--- config.mk ---
export PLATFORM = sky130hd
export DESIGN_NAME = i2c_byte_master
export DESIGN_NICKNAME = d
export VERILOG_FILES = /design/src/rtl/i2c_bm_pkg.sv /design/src/rtl/i2c_bm_us_tick.sv /design/src/rtl/i2c_bm_sync.sv /design/src/rtl/i2c_bm_err_reg.sv /design/src/rtl/i2c_byte_master.sv
export SDC_FILE = /design/constraint.sdc
export NUM_CORES = 1
export LEC_CHECK = 0
export BUFFER_PORTS_ARGS = -buffer_cell sky130_fd_sc_hd__buf_2
export CAP_MARGIN = 20
export CORE_UTILIZATION = 40
export DETAILED_ROUTE_END_ITERATION = 7
export SLEW_MARGIN = 25
export SYNTH_ARGS = -nofsm -noshare
export SYNTH_HDL_FRONTEND = slang
export SYNTH_HIERARCHICAL = 1
export SYNTH_SLANG_ARGS = --single-unit
--- constraint.sdc ---
create_clock -name clk -period 3.95 [get_ports clk]
set_clock_uncertainty 0.2 [all_clocks]
set_input_delay 0.5925 -clock clk [delete_from_list [all_inputs] [get_ports clk]]
set_output_delay 0.5925 -clock clk [all_outputs]
set_load 0.05 [all_outputs]
--- src/rtl/i2c_bm_pkg.sv ---
package i2c_bm_pkg;

    typedef enum logic [1:0] {
        CMD_START = 2'b00,
        CMD_STOP  = 2'b01,
        CMD_WRITE = 2'b10,
        CMD_READ  = 2'b11
    } cmd_e;

    typedef enum logic [2:0] {
        ERR_NONE     = 3'd0,
        ERR_SCL_LOW  = 3'd1,
        ERR_SDA_LOW  = 3'd2,
        ERR_NACK     = 3'd3,
        ERR_STOP_SDA = 3'd4
    } err_e;

    typedef enum logic [3:0] {
        S_IDLE, S_C_SDAH, S_C_SCLH, S_C_HOLD, S_C_SDAL, S_C_SCLL,
        S_P_SDAL, S_P_SCLH, S_P_HOLD, S_P_SDAH, S_P_TAIL,
        S_B_SDA, S_B_SDAX, S_B_SCLH, S_B_HIGH, S_B_SCLL
    } state_e;

endpackage

--- src/rtl/i2c_bm_us_tick.sv ---
module i2c_bm_us_tick #(
    parameter int CLK_PER_US = 50
) (
    input  logic clk,
    input  logic rst_n,
    input  logic restart,
    output logic tick
);
    localparam int PW = $clog2(CLK_PER_US + 1);
    localparam logic [PW-1:0] LAST = PW'(CLK_PER_US - 1);

    logic [PW-1:0] pc_q;

    assign tick = (pc_q == LAST);

    always_ff @(posedge clk or negedge rst_n) begin
        if (!rst_n)          pc_q <= '0;
        else if (restart)    pc_q <= '0;
        else if (tick)       pc_q <= '0;
        else                 pc_q <= pc_q + PW'(1);
    end
endmodule

--- src/rtl/i2c_bm_sync.sv ---
module i2c_bm_sync #(
    parameter int        W       = 2,
    parameter logic      RST_VAL = 1'b1
) (
    input  logic         clk,
    input  logic         rst_n,
    input  logic [W-1:0] d,
    output logic [W-1:0] q
);
    logic [W-1:0] s1_q, s2_q;

    always_ff @(posedge clk or negedge rst_n) begin
        if (!rst_n) begin
            s1_q <= {W{RST_VAL}};
            s2_q <= {W{RST_VAL}};
        end else begin
            s1_q <= d;
            s2_q <= s1_q;
        end
    end

    assign q = s2_q;
endmodule

--- src/rtl/i2c_bm_err_reg.sv ---
module i2c_bm_err_reg (
    input  logic       clk,
    input  logic       rst_n,
    input  logic       clr,
    input  logic       set,
    input  logic [2:0] code_in,
    output logic [2:0] code
);
    logic [2:0] code_q;

    always_ff @(posedge clk or negedge rst_n) begin
        if (!rst_n)                          code_q <= 3'd0;
        else if (clr)                        code_q <= 3'd0;
        else if (set && code_q == 3'd0)      code_q <= code_in;
    end

    assign code = code_q;

    assert_sticky_R10: assert property (@(posedge clk) disable iff (!rst_n)
        (code_q != 3'd0 && !clr) |=> code_q == $past(code_q));
    assert_clear_R10: assert property (@(posedge clk) disable iff (!rst_n)
        clr |=> code_q == 3'd0);
    assert_code_range_R10: assert property (@(posedge clk) disable iff (!rst_n)
        code_q <= 3'd4);
endmodule

--- src/rtl/i2c_byte_master.sv ---
module i2c_byte_master
    import i2c_bm_pkg::*;
#(
    parameter int CLK_PER_US = 50,
    parameter int T_SHORT    = 3,
    parameter int T_LONG     = 6
) (
    input  logic       clk,
    input  logic       rst_n,
    input  logic       cmd_valid,
    input  logic [1:0] cmd,
    input  logic [7:0] wr_data,
    input  logic       ack_in,
    output logic [7:0] rd_data,
    output logic       ack_out,
    output logic       busy,
    output logic       done,
    input  logic       err_clr,
    output logic [2:0] err_code,
    input  logic       scl_i,
    input  logic       sda_i,
    output logic       scl_oe,
    output logic       sda_oe
);
    localparam int TW = $clog2(T_LONG + 1);
    localparam int NBITS = 9;
    localparam int IW = $clog2(NBITS + 1);
    localparam logic [IW-1:0] ACK_IDX = IW'(NBITS - 1);
    localparam logic [IW-1:0] END_IDX = IW'(NBITS);

    state_e          state_q, state_d;
    logic [TW-1:0]   tmr_q, dur_d;
    logic            tick, expire, adv, accept;
    logic            scl_s, sda_s;
    logic            scl_low_q, sda_low_q;
    logic [7:0]      sh_q;
    logic [IW-1:0]   idx_q;
    logic            rd_op_q, ack_hold_q;
    logic            cur_rx, cur_bit, ent_rx, ent_bit;
    logic            err_set;
    err_e            err_val;

    i2c_bm_us_tick #(.CLK_PER_US(CLK_PER_US)) u_tick (
        .clk(clk), .rst_n(rst_n), .restart(adv), .tick(tick));

    i2c_bm_sync #(.W(2), .RST_VAL(1'b1)) u_sync (
        .clk(clk), .rst_n(rst_n), .d({scl_i, sda_i}), .q({scl_s, sda_s}));

    i2c_bm_err_reg u_err (
        .clk(clk), .rst_n(rst_n), .clr(err_clr), .set(err_set),
        .code_in(err_val), .code(err_code));

    assign accept  = cmd_valid && (state_q == S_IDLE);
    assign expire  = tick && (tmr_q == '0);
    assign cur_rx  = rd_op_q ^ (idx_q == ACK_IDX);
    assign cur_bit = (idx_q == ACK_IDX) ? ack_hold_q : sh_q[7];
    assign ent_rx  = accept ? (cmd == CMD_READ) : cur_rx;
    assign ent_bit = accept ? wr_data[7] : cur_bit;
    assign adv     = (state_d != state_q);
    assign busy    = (state_q != S_IDLE);
    assign scl_oe  = scl_low_q;
    assign sda_oe  = sda_low_q;

    // next state
    always_comb begin
        state_d = state_q;
        unique case (state_q)
            S_IDLE:
                if (cmd_valid) begin
                    unique case (cmd)
                        CMD_START: state_d = S_C_SDAH;
                        CMD_STOP:  state_d = S_P_SDAL;
                        default:   state_d = S_B_SDA;
                    endcase
                end
            S_C_SDAH: if (expire) state_d = S_C_SCLH;
            S_C_SCLH: if (expire) state_d = S_C_HOLD;
            S_C_HOLD: if (expire) state_d = S_C_SDAL;
            S_C_SDAL: if (expire) state_d = S_C_SCLL;
            S_C_SCLL: if (expire) state_d = S_IDLE;
            S_P_SDAL: if (expire) state_d = S_P_SCLH;
            S_P_SCLH: if (expire) state_d = S_P_HOLD;
            S_P_HOLD: if (expire) state_d = S_P_SDAH;
            S_P_SDAH: if (expire) state_d = S_P_TAIL;
            S_P_TAIL: if (expire) state_d = S_IDLE;
            S_B_SDA:  if (expire) state_d = (!cur_rx && cur_bit) ? S_B_SDAX : S_B_SCLH;
            S_B_SDAX: if (expire) state_d = S_B_SCLH;
            S_B_SCLH: if (expire) state_d = S_B_HIGH;
            S_B_HIGH: if (expire) state_d = S_B_SCLL;
            S_B_SCLL: if (expire) state_d = (idx_q == END_IDX) ? S_IDLE : S_B_SDA;
        endcase
    end

    // phase length of the state being entered
    always_comb begin
        case (state_d)
            S_C_SDAH, S_C_SCLH, S_P_SDAL, S_P_SCLH,
            S_P_SDAH, S_P_TAIL, S_B_SCLH: dur_d = TW'(T_SHORT);
            S_B_SDA:  dur_d = (!ent_rx && ent_bit) ? TW'(T_SHORT) : TW'(T_LONG);
            S_B_HIGH: dur_d = cur_rx ? TW'(T_SHORT) : TW'(T_LONG);
            default:  dur_d = TW'(T_LONG);
        endcase
    end

    // readback checks at the end of a phase
    always_comb begin
        err_set = 1'b0;
        err_val = ERR_NONE;
        if (expire) begin
            case (state_q)
                S_C_SCLH, S_P_SCLH, S_B_SCLH:
                    if (!scl_s) begin err_set = 1'b1; err_val = ERR_SCL_LOW; end
                S_B_SDA:
                    if (!cur_rx && cur_bit && !sda_s) begin
                        err_set = 1'b1; err_val = ERR_SDA_LOW;
                    end
                S_P_SDAH:
                    if (!sda_s) begin err_set = 1'b1; err_val = ERR_STOP_SDA; end
                S_B_HIGH:
                    if (idx_q == ACK_IDX && !rd_op_q && sda_s) begin
                        err_set = 1'b1; err_val = ERR_NACK;
                    end
                default: ;
            endcase
        end
    end

    // state register and phase timer
    always_ff @(posedge clk or negedge rst_n) begin
        if (!rst_n) begin
            state_q <= S_IDLE;
            tmr_q   <= '0;
        end else begin
            state_q <= state_d;
            if (adv)                      tmr_q <= dur_d - TW'(1);
            else if (tick && tmr_q != '0) tmr_q <= tmr_q - TW'(1);
        end
    end

    // line drives, shifter and host-side outputs
    always_ff @(posedge clk or negedge rst_n) begin
        if (!rst_n) begin
            scl_low_q  <= 1'b0;
            sda_low_q  <= 1'b0;
            sh_q       <= '0;
            idx_q      <= '0;
            rd_op_q    <= 1'b0;
            ack_hold_q <= 1'b0;
            rd_data    <= '0;
            ack_out    <= 1'b0;
            done       <= 1'b0;
        end else begin
            done <= 1'b0;
            if (accept) begin
                rd_op_q    <= (cmd == CMD_READ);
                ack_hold_q <= ack_in;
                sh_q       <= wr_data;
                idx_q      <= '0;
            end
            if (adv) begin
                case (state_d)
                    S_C_SDAH, S_P_SDAH:           sda_low_q <= 1'b0;
                    S_C_SDAL, S_P_SDAL:           sda_low_q <= 1'b1;
                    S_C_SCLH, S_P_SCLH, S_B_SCLH: scl_low_q <= 1'b0;
                    S_C_SCLL, S_B_SCLL:           scl_low_q <= 1'b1;
                    S_B_SDA:                      sda_low_q <= !ent_rx && !ent_bit;
                    S_IDLE:                       done      <= 1'b1;
                    default: ;
                endcase
                if (state_d == S_IDLE && state_q == S_B_SCLL && rd_op_q)
                    rd_data <= sh_q;
            end
            if (expire && state_q == S_B_HIGH) begin
                idx_q <= idx_q + IW'(1);
                if (cur_rx) begin
                    if (idx_q == ACK_IDX) ack_out <= sda_s;
                    else                  sh_q    <= {sh_q[6:0], sda_s};
                end else if (idx_q != ACK_IDX) begin
                    sh_q <= {sh_q[6:0], 1'b0};
                end
            end
        end
    end

    assert_done_single_R12: assert property (@(posedge clk) disable iff (!rst_n)
        done |=> !done);
    assert_done_not_busy_R12: assert property (@(posedge clk) disable iff (!rst_n)
        done |-> !busy);
    assert_hold_phase_R5: assert property (@(posedge clk) disable iff (!rst_n)
        (busy && !expire) |=> state_q == $past(state_q));
    assert_stop_edge_R2: assert property (@(posedge clk) disable iff (!rst_n)
        ($fell(sda_low_q) && !scl_low_q) |-> (state_q == S_P_SDAH || state_q == S_C_SDAH));
    assert_start_edge_R1: assert property (@(posedge clk) disable iff (!rst_n)
        (state_q == S_C_SDAL && $past(state_q) == S_C_HOLD) |-> (sda_low_q && !scl_low_q));
endmodule

**Yosys cells after proc, flatten, opt, wreduce, memory -nomap -nowiden**

Cells that the tools add are included.

- $add $sub $neg: 4
- Eq/ne operators: 34
- Mux-type cells: 54
- Bitwise operators: 1
- Reduce and logical (&&, ||, !) cells: 41

Operators with widths:

| kind | count |
|---|---|
| 4-bit 2-to-1 mux | 18 |
| 4-bit == test, second input constant | 16 |
| 4-bit case mux with 15 select lines | 1 |
| 8-bit 2-to-1 mux | 5 |
| 4-bit by 3-bit == test with 1-bit output, second input constant | 8 |
| 3-bit 2-to-1 mux | 8 |
| 1-bit logical AND | 13 |
| 4-bit by 2-bit == test with 1-bit output, second input constant | 3 |
| 1-bit 2-to-1 mux | 12 |
| 6-bit 2-to-1 mux | 2 |
| 3-bit case mux with 4 select lines | 1 |
| 3-bit case mux with 3 select lines | 1 |
| 4-bit by 1-bit == test with 1-bit output, second input constant | 2 |
| 4-bit logical NOT | 2 |
| 4-bit case mux with 2 select lines | 1 |
| 2-bit nonzero test | 4 |
| 2-bit OR reduction | 4 |
| 7-bit OR reduction | 1 |
| 6-bit by 1-bit adder with 6-bit output, second input constant | 1 |
| 6-bit == test, second input constant | 1 |
| 3-bit logical NOT | 2 |
| 2-bit AND reduction | 3 |
| 3-bit nonzero test | 2 |
| 3-bit OR reduction | 2 |
| 15 further kinds | 21 |

- Bits in registers: 46
- Output and inout port bits: 16
- Logic and storage cells: 149

**Logic depth before layout (Yosys ltp)**

- Depth after elaboration: 12
- Gate-level depth with buffers: 18
- Gate-level depth less buffers: 17

**By module**

The synthesis kept the hierarchy.

Modules (own cells, without submodules):

| module | times used | cells an instance | area each (um^2) | sequential area each (um^2) |
|---|---|---|---|---|
| i2c_byte_master | 1 | 239 | 2,125.8 | 825.8 |
| i2c_bm_us_tick | 1 | 26 | 281.5 | 150.1 |
| i2c_bm_err_reg | 1 | 12 | 135.1 | 75.1 |
| i2c_bm_sync | 1 | 4 | 105.1 | 105.1 |

**Worst setup path before layout**

OpenSTA, ideal clock, no wires.

- Kind: register -> register
- From: register u_tick.pc_q[1]
- To: register tmr_q[2]
- Arrival: 3,248 ps
- Path slack: 422 ps
- Cell stages (with the launch flop): 16
- Path buffers: 1
- Period minus slack after synthesis: 3,528 ps
- Cells stage by stage: dfrtp_1 inv_1 ha_1 and4_1 nor4b_4 a221oi_1 a221oi_2 nand3_1 nand3b_1 buf_2 o21ai_0 o21ai_0 ha_1 inv_1 or4b_1 o211ai_2

- Elaborated cells between the ends (all ways): 33

RTL lines:

| what | RTL line | text |
|---|---|---|
| start, declared | i2c_bm_us_tick.sv:12 | `logic [PW-1:0] pc_q;` |
| start signal, assigned | i2c_bm_us_tick.sv:20 | `else pc_q <= pc_q + PW'(1);` |
| 6-bit == test * | i2c_bm_us_tick.sv:14 | `assign tick = (pc_q == LAST);` |
| named net tick | i2c_byte_master.sv:33 | `logic tick, expire, adv, accept;` |
| 1-bit logical AND * | i2c_byte_master.sv:54 | `assign expire = tick && (tmr_q == '0);` |
| 4-bit 2-to-1 mux (tied with other cells) | i2c_byte_master.sv:90 | `S_B_SCLL: if (expire) state_d = (idx_q == END_IDX) ? S_IDLE : S_B_SDA;` |
| 4-bit case mux with 15 select lines * | i2c_byte_master.sv:67 | `unique case (state_q)` |
| 4-bit != test * | i2c_byte_master.sv:59 | `assign adv = (state_d != state_q);` |
| named net adv | i2c_byte_master.sv:33 |  |
| 3-bit 2-to-1 mux or 2-bit nonzero test (tied branches) | -- |  |
| end signal, assigned | i2c_byte_master.sv:135 | `if (adv) tmr_q <= dur_d - TW'(1);` |
| end signal, assigned | i2c_byte_master.sv:136 | `else if (tick && tmr_q != '0) tmr_q <= tmr_q - TW'(1);` |
| end, declared | i2c_byte_master.sv:32 | `logic [TW-1:0] tmr_q, dur_d;` |

Mark *: on every way through the listed nets, which the timed path passes. The rest lies on a longest branch.
A chain may end at the register's enable or synchronous reset.

**Final worst setup path**

- From: register u_tick.pc_q[1]
- To: register tmr_q[2]

- Cells in the longest elaborated chain, start to end: 9
- Elaborated cells between the ends (all ways): 33

RTL lines:

| what | RTL line | text |
|---|---|---|
| 6-bit == test * | i2c_bm_us_tick.sv:14 |  |
| named net tick | i2c_byte_master.sv:33 |  |
| 1-bit logical AND * | i2c_byte_master.sv:54 |  |
| 4-bit 2-to-1 mux (tied with other cells) | i2c_byte_master.sv:90 |  |
| 4-bit case mux with 15 select lines * | i2c_byte_master.sv:67 |  |
| named net state_d[1] | i2c_byte_master.sv:31 | `state_e state_q, state_d;` |
| 4-bit by 3-bit == test with 1-bit output (tied with other cells) | i2c_byte_master.sv:96 | `case (state_d)` |
| 7-bit OR reduction | i2c_byte_master.sv:96 |  |
| 3-bit case mux with 3 select lines | i2c_byte_master.sv:96 |  |
| 3-bit by 1-bit subtractor with 3-bit output | i2c_byte_master.sv:135 |  |
| 3-bit 2-to-1 mux | i2c_byte_master.sv:135 |  |

Marked as above.

==> out/summary.txt <==
Worst-Skew Late Latency -> 0.30 ns
Post-Route Setup TNS -> 0 ns
Synthesis-to-layout area growth -> 14.7%
Routed WL -> 5540 microns
Combinational Power Share -> 0.027
Initial antenna violation count -> 0
Reg-to-reg critical path startpoint -> u_tick/pc_q[1]
CP max stage delay -> 0.52 ns
Ratio of cells with drive above 1 in the final layout -> 0.250
Clock Path Buffers -> 2
Reg clk slew, reported paths -> 0.09 ns
CP arrival -> 3.72 ns
N_diodes -> 0
Max-cap violations -> 0
Psw -> 186 uW
Reg area -> 1160 sq um
Die area -> 6950 sq um
Residual DRC -> 0
Final Hold Viols -> 0
DR pass1 iterations -> 4
Post-Syn Area -> 2650 sq um
Endpoints failing setup -> 0
Power Density -> 267 nW/um^2
CP Max Fanout -> 9
Num rows -> 29
Ys flop type -> dfrtp_1
Status -> completed
Pint -> 626 uW
Critical path class -> flip-flop to flip-flop
Total GRT Usage -> 0.176
Post-Syn Instances -> 281
Reg2Reg Depth -> 15
Synth top area share -> 0.397
Fmax -> 271 MHz
Clock power share -> 0.387
Library cells used by synthesis -> 58
Core area -> 6390 sq um
H-tree Lvls -> 2
Via density -> 5.47
Syn_area_per_cell -> 9.42 sq um
CP Buf/Inv Count -> 1
Initial Utilization -> 0.415
Hpwl dp -> 3910 microns
Antenna Nets Post-Route -> 0
Vias -> 2171
Die W -> 83.4 microns
Sw frac -> 0.229
CTS root buffer -> clkbuf_8
Seq/Total Area, Yosys -> 0.437
Pleak -> 1.34 nW
Ranking of synthesized cells by area -> dfrtp_1, nand2_1, mux2_2, dfstp_2, nor2_1
Number of synthesized flops with an enable pin -> 0
Post-synth ARST share -> 1.00
CP Capture Type -> flip-flop
Critical path, cell by cell -> inv_1, ha_1, and4_2, or4b_4, a22oi_2, a32oi_4, a21boi_1, a31o_1, o21ai_0, o21ai_0, ha_1, nand2_1, a21oi_1, or2_2, o211ai_2
Multi-input logic area -> 1390 sq um
HP Class -> primary input to async pin
DRT iter0 DRCs -> 101
Worst Tran Pin Value -> 0.647 ns
GPL Wtd Cong -> 0.884
Largest net degree at the start of global routing -> 47
Post-place instance area -> 2920 sq um
Fin crit share -> 0.934
Slew Viols, Final -> 0
Design Power -> 812 uW
Post-route cell area -> 3040 sq um
WL per Instance -> 14.0 microns
Port Buf Inserts -> 32
Fin util -> 0.476
Inserted Clock Buffers -> 5
Register share of total power -> 0.586
Relative slew slack -> 0.569
CP delay by family, top -> compound AO/OA/AOI/OAI gates
Min Clock Period, post-route -> 3.69 ns
Ports -> 33
Final nets -> 343
Slowest stage cell, crit path -> or4b_4
#FFs+latches synth -> 46
Crit path required time -> 3.98 ns
Placed Instances -> 387
Fill cell count -> 606
Syn nets -> 305
Synth warn -> 6
Peak supply drop -> 0.222 mV
Chip height -> 83.4 microns
Vias in the first global route -> 2040
CTS tree -> yes
R2r endpoint -> tmr_q[2]
R2R setup slack -> 0.26 ns
Unrepaired setup endpoints after global routing -> no
CTS sink count -> 46
First-pass GRT wire length -> 9810 microns
Area leader, netlist -> dfrtp_1
CP Launch Type -> flip-flop
Final std cells w/o fill -> 397
Total grt overflow -> 0
routing by layer:
metal	GRT usage	share of wire	up-vias
met5	0	0	-
met4	0.0784	0.022	0
met3	0.0358	0.039	11
met2	0.256	0.44	45
met1	0.250	0.50	1027
li1	-	-	1088
worst register-to-register path, stage by stage (launching register included):
cell and delay (ns):
dfrtp_1 0.42, inv_1 0.06, ha_1 0.15, and4_2 0.29, or4b_4 0.52, a22oi_2 0.25
a32oi_4 0.19, a21boi_1 0.18, a31o_1 0.25, o21ai_0 0.24, o21ai_0 0.14, ha_1 0.24
nand2_1 0.09, a21oi_1 0.06, or2_2 0.29, o211ai_2 0.06
synthesized netlist by cell type, types with 2 or more instances:
| cell | count |
|---|---|
| a211oi_1 | 2 |
| a21o_1 | 2 |
| a21oi_1 | 12 |
| a31oi_1 | 13 |
| a32o_1 | 2 |
| and2_1 | 2 |
| and4_1 | 2 |
| buf_2 | 4 |
| clkbuf_1 | 6 |
| dfrtp_1 | 42 |
| dfstp_2 | 4 |
| ha_1 | 7 |
| inv_1 | 15 |
| mux2_2 | 12 |
| mux2i_1 | 2 |
| nand2_1 | 39 |
| nand2b_1 | 5 |
| nand3_1 | 6 |
| nand3b_1 | 4 |
| nand4_1 | 4 |
| nand4bb_1 | 3 |
| nor2_1 | 28 |
| nor2b_1 | 3 |
| nor3_1 | 5 |
| nor4_1 | 3 |
| nor4b_1 | 2 |
| o21ai_0 | 14 |
| o31ai_1 | 2 |
| or2_2 | 2 |
| or3_1 | 3 |
| xnor2_1 | 2 |
| xor2_1 | 3 |
power by group through the flow:
stage	clock network [mW]	logic, mW	registers [mW]
2_1_floorplan	0	0.00279	0.484
3_3_place_gp	0	0.0228	0.485
3_5_place_dp	0	0.0227	0.485
4_1_cts	0.327	0.0227	0.476
5_1_grt	0.344	0.0257	0.476
6_report	0.314	0.0221	0.476
cell usage in the layout (no fill, tap or decap), drive strengths merged, types with 3 or more instances in the layout:
| master | n |
|---|---|
| nor3 | 5 |
| clkbuf | 6 |
| nand2b | 5 |
| a31oi | 13 |
| nor2 | 28 |
| xor2 | 3 |
| a21oi | 13 |
| nand2 | 39 |
| inv | 16 |
| nor2b | 3 |
| dfstp | 4 |
| or3 | 3 |
| nand4 | 4 |
| ha | 7 |
| nor4 | 5 |
| buf | 42 |
| nand3 | 7 |
| mux2 | 12 |
| dfrtp | 42 |
| o21ai | 14 |
| nand3b | 4 |
| nor4b | 3 |
| nand4bb | 3 |
sequential cells by signal, indices dropped and copies added, names as in the netlist, 2 cells and up:
register / count
sh_q: 8
u_sync/q: 2
u_err/code: 3
tmr_q: 3
u_tick/pc_q: 6
idx_q: 4
rd_data: 8
u_sync/s1_q: 2
state_q: 4
per-stage QoR:
stage / hold WS, ns / setup WS (ns)
floorplan: 0.0969 / 0.422
detailed placement: 0.148 / 0.230
global route: 0.123 / 0.0243
CTS: 0.161 / 0.212
global placement: 0.147 / 0.351
finish: 0.0770 / 0.259
cell type report:
type,instances,share of cell area
clock buffer,6,0.0272
sequential,46,0.381
inverter,15,0.0185
multi-input combinational,209,0.458
timing repair buffer,42,0.0783
tap,77,0.0317
clock inverter,2,0.00536
worst max-delay path by stage:
| stage | startpoint | end | cells after the start |
|---|---|---|---|
| 2_1_floorplan | u_tick/pc_q[1] | tmr_q[2] | 15 |
| 3_3_place_gp | u_tick/pc_q[1] | tmr_q[2] | 14 |
| 3_5_place_dp | u_tick/pc_q[1] | tmr_q[2] | 14 |
| 4_1_cts | u_tick/pc_q[1] | tmr_q[2] | 14 |
| 5_1_grt | u_tick/pc_q[2] | tmr_q[2] | 15 |
| 6_report | u_tick/pc_q[1] | tmr_q[2] | 15 |
logic make-up after synthesis:
group / share of synthesized area
buf+inv: 0.0387
xor+xnor: 0.0165
fa+ha+maj: 0.0331
compound gates: 0.171
flops: 0.437
simple gates: 0.245
mux: 0.0586
repair_timing:
item                                   CTS  global route
endpoints found under the hold margin    0             0
setup endpoints to repair                0             1
resized for setup                        0             2
buffers inserted                         0             2
hold buffers                             0             0
Note: power is estimated with default switching activity, not from simulation.
